**src/rtl/i2c10_seq_pkg.sv**
```systemverilog
package i2c10_seq_pkg;

  typedef enum logic [2:0] {
    S_IDLE,
    S_RXB,
    S_ACK,
    S_STRETCH,
    S_TXGO,
    S_TXB,
    S_TXACK,
    S_IGNORE
  } seqState_t;

  typedef enum logic [1:0] {
    PH_HI,
    PH_LO,
    PH_RD
  } seqPhase_t;

  typedef struct packed {
    logic shiftIn;
    logic cntClr;
    logic cntInc;
    logic loadBuf;
    logic setUpd;
    logic setIrq;
    logic clrCkp;
    logic loadTx;
    logic shiftTx;
  } seqStrobe_t;

endpackage

```
**src/rtl/i2c10_bus_mon.sv**
```systemverilog
module i2c10_bus_mon #(
  parameter int SYNC_DEPTH = 2
) (
  input  logic clk,
  input  logic rstN,
  input  logic sclIn,
  input  logic sdaIn,
  output logic sclLvl,
  output logic sdaLvl,
  output logic sclRise,
  output logic sclFall,
  output logic startEv,
  output logic stopEv
);

  logic [SYNC_DEPTH-1:0] sclSh;
  logic [SYNC_DEPTH-1:0] sdaSh;
  logic sclQ;
  logic sdaQ;

  generate
    if (SYNC_DEPTH == 1) begin : g_one
      always_ff @(posedge clk) begin
        if (!rstN) begin
          sclSh <= '1;
          sdaSh <= '1;
        end else begin
          sclSh <= sclIn;
          sdaSh <= sdaIn;
        end
      end
    end else begin : g_multi
      always_ff @(posedge clk) begin
        if (!rstN) begin
          sclSh <= '1;
          sdaSh <= '1;
        end else begin
          sclSh <= {sclSh[SYNC_DEPTH-2:0], sclIn};
          sdaSh <= {sdaSh[SYNC_DEPTH-2:0], sdaIn};
        end
      end
    end
  endgenerate

  assign sclLvl = sclSh[SYNC_DEPTH-1];
  assign sdaLvl = sdaSh[SYNC_DEPTH-1];

  always_ff @(posedge clk) begin
    if (!rstN) begin
      sclQ <= 1'b1;
      sdaQ <= 1'b1;
    end else begin
      sclQ <= sclLvl;
      sdaQ <= sdaLvl;
    end
  end

  assign sclRise = sclLvl && !sclQ;
  assign sclFall = !sclLvl && sclQ;
  assign startEv = sclLvl && sclQ && sdaQ && !sdaLvl;
  assign stopEv  = sclLvl && sclQ && !sdaQ && sdaLvl;

endmodule

```
**src/rtl/i2c10_seq_dp.sv**
```systemverilog
module i2c10_seq_dp
  import i2c10_seq_pkg::*;
#(
  parameter int BYTE_W = 8,
  localparam int CNT_W = $clog2(BYTE_W + 1)
) (
  input  logic              clk,
  input  logic              rstN,
  input  seqStrobe_t        strb,
  input  logic              sdaLvl,
  input  logic              addrWrEn,
  input  logic [BYTE_W-1:0] addrWrData,
  input  logic              bufRdEn,
  input  logic              bufWrEn,
  input  logic [BYTE_W-1:0] bufWrData,
  input  logic              ckpWrEn,
  input  logic              ckpWrData,
  input  logic              irqClrEn,
  output logic [BYTE_W-1:0] bufRdData,
  output logic [CNT_W-1:0]  bitCnt,
  output logic              hdrWrOk,
  output logic              hdrRdOk,
  output logic              loOk,
  output logic              txNext,
  output logic              bufMsb,
  output logic              bufFull,
  output logic              updAddr,
  output logic              irq,
  output logic              clkRelease
);

  localparam int TAG_W = BYTE_W - 3;
  localparam logic [TAG_W-1:0] HDR_TAG = {{(TAG_W-1){1'b1}}, 1'b0};

  logic [BYTE_W-1:0] addrReg;
  logic [BYTE_W-1:0] rxShift;
  logic [BYTE_W-1:0] bufReg;
  logic [BYTE_W-1:0] txShift;
  logic              hdrOk;

  always_ff @(posedge clk) begin
    if (!rstN) begin
      addrReg <= '0;
      rxShift <= '0;
      bufReg  <= '0;
      txShift <= '0;
      bitCnt  <= '0;
    end else begin
      if (addrWrEn) addrReg <= addrWrData;
      if (strb.shiftIn) rxShift <= {rxShift[BYTE_W-2:0], sdaLvl};
      if (strb.cntClr) bitCnt <= '0;
      else if (strb.cntInc) bitCnt <= bitCnt + 1'b1;
      if (strb.loadBuf) bufReg <= rxShift;
      else if (bufWrEn) bufReg <= bufWrData;
      if (strb.loadTx) txShift <= bufReg;
      else if (strb.shiftTx) txShift <= {txShift[BYTE_W-2:0], 1'b0};
    end
  end

  always_ff @(posedge clk) begin
    if (!rstN) begin
      bufFull    <= 1'b0;
      updAddr    <= 1'b0;
      irq        <= 1'b0;
      clkRelease <= 1'b1;
    end else begin
      if (strb.loadBuf || bufWrEn) bufFull <= 1'b1;
      else if (bufRdEn || strb.loadTx) bufFull <= 1'b0;
      if (strb.setUpd) updAddr <= 1'b1;
      else if (addrWrEn) updAddr <= 1'b0;
      if (strb.setIrq) irq <= 1'b1;
      else if (irqClrEn) irq <= 1'b0;
      if (strb.clrCkp) clkRelease <= 1'b0;
      else if (ckpWrEn) clkRelease <= ckpWrData;
    end
  end

  assign hdrOk   = (rxShift[BYTE_W-1 -: TAG_W] == HDR_TAG) && (rxShift[2:1] == addrReg[2:1]);
  assign hdrWrOk = hdrOk && !rxShift[0];
  assign hdrRdOk = hdrOk && rxShift[0];
  assign loOk    = (rxShift == addrReg);
  assign txNext  = txShift[BYTE_W-2];
  assign bufMsb  = bufReg[BYTE_W-1];
  assign bufRdData = bufReg;

  a_r5_load_wins: assert property (@(posedge clk) disable iff (!rstN)
    strb.loadBuf |=> bufFull);

  a_r3_irq_set_wins: assert property (@(posedge clk) disable iff (!rstN)
    strb.setIrq |=> irq);

  a_r4_addr_write_clears: assert property (@(posedge clk) disable iff (!rstN)
    (addrWrEn && !strb.setUpd) |=> !updAddr);

endmodule

```
**src/rtl/i2c10_seq_ctrl.sv**
```systemverilog
module i2c10_seq_ctrl
  import i2c10_seq_pkg::*;
#(
  parameter int BYTE_W = 8,
  localparam int CNT_W = $clog2(BYTE_W + 1)
) (
  input  logic             clk,
  input  logic             rstN,
  input  logic             sclLvl,
  input  logic             sclRise,
  input  logic             sclFall,
  input  logic             startEv,
  input  logic             stopEv,
  input  logic [CNT_W-1:0] bitCnt,
  input  logic             hdrWrOk,
  input  logic             hdrRdOk,
  input  logic             loOk,
  input  logic             txNext,
  input  logic             bufMsb,
  input  logic             updAddr,
  input  logic             clkRelease,
  output seqStrobe_t       strb,
  output logic             sclLow,
  output logic             sdaLow
);

  localparam logic [CNT_W-1:0] FULL_CNT = CNT_W'(BYTE_W);
  localparam logic [CNT_W-1:0] LAST_TX  = CNT_W'(BYTE_W - 1);

  seqState_t state, nState;
  seqPhase_t phase, nPhase;
  logic      matched, nMatched;
  logic      nScl, nSda;
  logic      accept;

  always_comb begin
    strb     = '0;
    nState   = state;
    nPhase   = phase;
    nMatched = matched;
    nScl     = sclLow;
    nSda     = sdaLow;
    accept   = 1'b0;
    if (stopEv) begin
      nState   = S_IDLE;
      nMatched = 1'b0;
      nScl     = 1'b0;
      nSda     = 1'b0;
    end else if (startEv) begin
      nState      = S_RXB;
      nPhase      = matched ? PH_RD : PH_HI;
      strb.cntClr = 1'b1;
      nScl        = 1'b0;
      nSda        = 1'b0;
    end else begin
      case (state)
        S_RXB: begin
          if (sclRise) begin
            strb.shiftIn = 1'b1;
            strb.cntInc  = 1'b1;
          end else if (sclFall && bitCnt == FULL_CNT) begin
            case (phase)
              PH_HI:   accept = hdrWrOk;
              PH_LO:   accept = loOk;
              default: accept = hdrRdOk;
            endcase
            if (accept) begin
              strb.loadBuf = 1'b1;
              nSda         = 1'b1;
              nState       = S_ACK;
              if (phase == PH_RD) strb.clrCkp = 1'b1;
              else strb.setUpd = 1'b1;
              if (phase == PH_LO) nMatched = 1'b1;
            end else begin
              nState = S_IGNORE;
            end
          end
        end
        S_ACK: begin
          if (sclFall) begin
            nSda        = 1'b0;
            nScl        = 1'b1;
            strb.setIrq = 1'b1;
            nState      = S_STRETCH;
          end
        end
        S_STRETCH: begin
          case (phase)
            PH_HI: begin
              if (!updAddr) begin
                nScl        = 1'b0;
                strb.cntClr = 1'b1;
                nPhase      = PH_LO;
                nState      = S_RXB;
              end
            end
            PH_LO: begin
              if (!updAddr) begin
                nScl   = 1'b0;
                nState = S_IGNORE;
              end
            end
            default: begin
              if (clkRelease) begin
                strb.loadTx = 1'b1;
                strb.cntClr = 1'b1;
                nSda        = !bufMsb;
                nState      = S_TXGO;
              end
            end
          endcase
        end
        S_TXGO: begin
          nScl   = 1'b0;
          nState = S_TXB;
        end
        S_TXB: begin
          if (sclFall) begin
            if (bitCnt == LAST_TX) begin
              nSda   = 1'b0;
              nState = S_TXACK;
            end else begin
              strb.shiftTx = 1'b1;
              strb.cntInc  = 1'b1;
              nSda         = !txNext;
            end
          end
        end
        S_TXACK: begin
          if (sclFall) nState = S_IGNORE;
        end
        default: ;
      endcase
    end
  end

  always_ff @(posedge clk) begin
    if (!rstN) begin
      state   <= S_IDLE;
      phase   <= PH_HI;
      matched <= 1'b0;
      sclLow  <= 1'b0;
      sdaLow  <= 1'b0;
    end else begin
      state   <= nState;
      phase   <= nPhase;
      matched <= nMatched;
      sclLow  <= nScl;
      sdaLow  <= nSda;
    end
  end

  a_r4_release_after_update: assert property (@(posedge clk) disable iff (!rstN)
    (state == S_STRETCH && phase != PH_RD && !updAddr) |=> !sclLow);

  a_r8_hold_until_release: assert property (@(posedge clk) disable iff (!rstN)
    (state == S_STRETCH && phase == PH_RD && !clkRelease) |=> sclLow);

  a_r10_stop_frees_lines: assert property (@(posedge clk) disable iff (!rstN)
    stopEv |=> (!sclLow && !sdaLow));

  a_r9_sda_moves_scl_low: assert property (@(posedge clk) disable iff (!rstN)
    (state == S_TXB && $past(state) == S_TXB && sdaLow != $past(sdaLow)) |-> !sclLvl);

endmodule

```
**src/rtl/i2c10_addr_seq.sv**
```systemverilog
module i2c10_addr_seq
  import i2c10_seq_pkg::*;
#(
  parameter int BYTE_W     = 8,
  parameter int SYNC_DEPTH = 2
) (
  input  logic              clk,
  input  logic              rstN,
  input  logic              sclIn,
  input  logic              sdaIn,
  output logic              sclLow,
  output logic              sdaLow,
  input  logic              addrWrEn,
  input  logic [BYTE_W-1:0] addrWrData,
  input  logic              bufRdEn,
  output logic [BYTE_W-1:0] bufRdData,
  input  logic              bufWrEn,
  input  logic [BYTE_W-1:0] bufWrData,
  input  logic              ckpWrEn,
  input  logic              ckpWrData,
  input  logic              irqClrEn,
  output logic              bufFull,
  output logic              updAddr,
  output logic              irq,
  output logic              clkRelease
);

  localparam int CNT_W = $clog2(BYTE_W + 1);

  logic sclLvl, sdaLvl, sclRise, sclFall, startEv, stopEv;
  logic [CNT_W-1:0] bitCnt;
  logic hdrWrOk, hdrRdOk, loOk, txNext, bufMsb;
  seqStrobe_t strb;

  i2c10_bus_mon #(.SYNC_DEPTH(SYNC_DEPTH)) i_mon (
    .clk(clk), .rstN(rstN), .sclIn(sclIn), .sdaIn(sdaIn),
    .sclLvl(sclLvl), .sdaLvl(sdaLvl), .sclRise(sclRise), .sclFall(sclFall),
    .startEv(startEv), .stopEv(stopEv)
  );

  i2c10_seq_ctrl #(.BYTE_W(BYTE_W)) i_ctrl (
    .clk(clk), .rstN(rstN), .sclLvl(sclLvl), .sclRise(sclRise), .sclFall(sclFall),
    .startEv(startEv), .stopEv(stopEv), .bitCnt(bitCnt), .hdrWrOk(hdrWrOk),
    .hdrRdOk(hdrRdOk), .loOk(loOk), .txNext(txNext), .bufMsb(bufMsb),
    .updAddr(updAddr), .clkRelease(clkRelease), .strb(strb),
    .sclLow(sclLow), .sdaLow(sdaLow)
  );

  i2c10_seq_dp #(.BYTE_W(BYTE_W)) i_dp (
    .clk(clk), .rstN(rstN), .strb(strb), .sdaLvl(sdaLvl),
    .addrWrEn(addrWrEn), .addrWrData(addrWrData), .bufRdEn(bufRdEn),
    .bufWrEn(bufWrEn), .bufWrData(bufWrData), .ckpWrEn(ckpWrEn),
    .ckpWrData(ckpWrData), .irqClrEn(irqClrEn), .bufRdData(bufRdData),
    .bitCnt(bitCnt), .hdrWrOk(hdrWrOk), .hdrRdOk(hdrRdOk), .loOk(loOk),
    .txNext(txNext), .bufMsb(bufMsb), .bufFull(bufFull), .updAddr(updAddr),
    .irq(irq), .clkRelease(clkRelease)
  );

endmodule

```
**config.mk**
```make
export PLATFORM = sky130hd
export DESIGN_NAME = i2c10_addr_seq
export DESIGN_NICKNAME = d
export VERILOG_FILES = /design/src/rtl/i2c10_seq_pkg.sv /design/src/rtl/i2c10_bus_mon.sv /design/src/rtl/i2c10_seq_dp.sv /design/src/rtl/i2c10_seq_ctrl.sv /design/src/rtl/i2c10_addr_seq.sv
export SDC_FILE = /design/constraint.sdc
export NUM_CORES = 1
export LEC_CHECK = 0
export BUFFER_PORTS_ARGS = -buffer_cell sky130_fd_sc_hd__buf_2
export CORE_ASPECT_RATIO = 2
export CORE_UTILIZATION = 38
export CTS_CLUSTER_DIAMETER = 40
export DETAILED_ROUTE_END_ITERATION = 10
export PLACE_DENSITY_LB_ADDON = 0.15
export SLEW_MARGIN = 20
export SYNTH_ARGS = -nofsm -noshare
export SYNTH_HDL_FRONTEND = slang
export SYNTH_SLANG_ARGS = --single-unit
export TNS_END_PERCENT = 50
```
**constraint.sdc**
```tcl
create_clock -name clk -period 2.15 [get_ports clk]
set_clock_uncertainty 0.05 [all_clocks]
set_input_delay 0.43 -clock clk [delete_from_list [all_inputs] [get_ports clk]]
set_output_delay 0.43 -clock clk [all_outputs]
set_load 0.005 [all_outputs]
```
==> metrics.cfg <==
[status]
outcome=complete, no violations

[setup_path]
critical_path_peak_fanout=9
worstSetupEndpointType=flop
rr_worst_depth=6
critPathRequiredTime_ps=2320
cpLargestDelayFamily=simple AND/OR/NAND/NOR gates
cpMaxStageDelayCell=or3_1
critPathKind=flop to flop
critPathArrivalTime_ps=2100
path_buf_inv=1
start_kind=flop
crit_cells=6
crit_chain=or3_1 > a211oi_2 > a41oi_2 > nor4_4 > buf_4 > mux2i_1
cp_slowest_stage_delay_ps=400

[run]
drv_cap=0

[cts]
cts_buffer_depth=2
numCtsBuffers=5
clkSlewWorstSetupHoldPaths_ps=60
cts_sinks=53
cts_max_level=2
clk_latency_ps=290
holdBufCountCts=0
postCtsSetupBuffers=0
postCtsResizedCells=0
cts_tree=yes
cts_root_buffer=clkbuf_16

[layout]
n_antenna_cell=0
final_common_cell=dfxtp_1
mostFrequentLayoutCells=dfxtp_1 (53), buf_2 (39), nor2_1 (34)
nets=348
nFillCells=668
final-seq-area_sq_um=1060
post-route-util_pct=46.0
multi_input_area_sq_um=1400
drive_gt1_share_pct=19.6
fin_cells=409
area_delta_synth_final_pct=17.3

[yosys]
synthTopCellsByArea=dfxtp_1 (41%), mux2i_1 (13%), nor2_1 (5.0%)
synth-edff-count=0
syn_area_per_cell_sq_um=9.23
synth_top_area_share_pct=41.2
yosysWarnings=0
synth-seq-cells=53
synth_flop_cell=dfxtp_1
ys_async_sr_fraction_pct=0
netlist_instances=279
yosys.area.top_type=dfxtp_1
ys_seq_area_share_pct=41.2
synthesis.area_sq_um=2570
synth_cell_types=51
synthesis.nets=307

[sta]
fin_crit_ps=1930
fmax_ghz=0.518
fin_crit_sh_pct=89.8
rsz0062_at_grt=false
drv_slew=0
max_slew_margin_pct=67.3
hold_violations=0
setup-tns-final_ps=0
worst_pin_slew_ps=490
setup_viol=0

[detailed_routing]
wl_met3_microns=133
wl_met1_mm=2.49
vias=2120
drt-wirelength-per-cell_microns=15.2
drtAntennaViolNets=0
vias_per_cell=5.18
highest_layer=met4
drc=0
drtPass1Iterations=4
drt_iter0_drc=54
route.met2.wl_mm=3.33
finalWirelength_mm=6.20

[place]
dp.cells=401
gp_congestion=0.892
post-dp-hpwl_mm=4.82
portBuffers=39

[grt]
grt_max_degree=23
grt_overflow_total=0
antenna_found_initial=0
grtUsageTotal_pct=19.4
grt_pass1_vias=2108
grt_first_pass_wirelength_mm=10.2

[pwr]
powerDensity_nw_per_um2=649
p_leak_nw=1.31
total_power_w=0.00196
peakVddDrop_mv=0.511

[floorplanning]
die_h_microns=118
placementRows=42
design.core.area_sq_um=6570
start_util_pct=39.2
pin_count=40
dieWidth_microns=60.2
die_area_sq_um=7130

[worst_hold_path]
holdPathStages=2
hold_path_class=primary input to flop

[path summary, 6_finish.rpt]
| kind | startpoint | slack (ps) | endpoint |
|---|---|---|---|
| worst max-delay path | i_dp.rxShift[0] | 220 | i_dp.bufRdData[3] |
| worst min-delay path | sdaIn | 270 | i_mon.sdaSh[0] |
| worst max register to register | i_dp.rxShift[0] | 220 | i_dp.bufRdData[3] |
| worst min register to register | i_mon.sclSh[0] | 360 | i_mon.sclSh[1] |
[through the flow]
| stage | setup WS (ps) | area (sq um) | hold slack (ps) |
|---|---|---|---|
| CTS | 204 | 3020 | 265 |
| floorplan | 345 | 2570 | 336 |
| global route | 61.1 | 3020 | 269 |
| global placement | 277 | 2880 | 338 |
| finish | 219 | 3020 | 271 |
| detailed placement | 235 | 2880 | 344 |
[Yosys cell counts (3+ instances only)]
cell type / number
xor2_1: 3
nand2_1: 20
a21oi_1: 11
a311oi_1: 3
nand3_1: 6
nor2_1: 34
o211ai_1: 9
mux2i_1: 33
buf_2: 3
inv_1: 8
a211oi_1: 8
xnor2_1: 8
dfxtp_1: 53
nand2b_1: 17
clkbuf_1: 10
and3b_1: 4
[layer usage]
metal / GRT usage, % / vias to the layer above
met1: 20.8 / 989
met5: 0 / -
li1: - / 1074
met3: 3.83 / 16
met2: 33.9 / 41
met4: 10.2 / 0
[final cells by class]
| cell class | instances | area share, % |
|---|---|---|
| clock buffer | 8 | 4.52 |
| sequential | 53 | 35.1 |
| timing repair buffer | 51 | 9.44 |
| multi-input combinational | 201 | 46.3 |
| tap | 88 | 3.65 |
| inverter | 8 | 0.994 |
[state kept, by name, summed over array words and instances (netlist names), 2 cells and up]
signal / count
i_ctrl.phase: 2
i_ctrl.state: 3
i_dp.addrReg: 8
i_dp.bitCnt: 4
i_dp.bufRdData: 8
i_dp.rxShift: 8
i_dp.txShift: 7
i_mon.sclSh: 2
i_mon.sdaSh: 2
[report_power, final]
part	internal [W]	total (W)	switching (W)
clock network	0.000434	0.000769	0.000335
registers	0.00101	0.00104	0.0000252
logic	0.0000745	0.000156	0.0000812
total	0.00152	0.00196	0.000441
[logic make-up (layout without fill, tap and decap cells)]
| family | Yosys count | after routing | synth area share (%) |
|---|---|---|---|
| and+or+nand+nor | 102 | 102 | 21.0 |
| DFF | 53 | 53 | 41.2 |
| buffers and inverters | 25 | 67 | 4.52 |
| xor gates and xnor gates | 11 | 11 | 3.74 |
| adders and majority gates | 2 | 2 | 0.972 |
| AOI/OAI and AO/OA | 53 | 53 | 15.7 |
| muxes | 33 | 33 | 12.8 |
No activity file was read; power rests on OpenSTA's default activity.
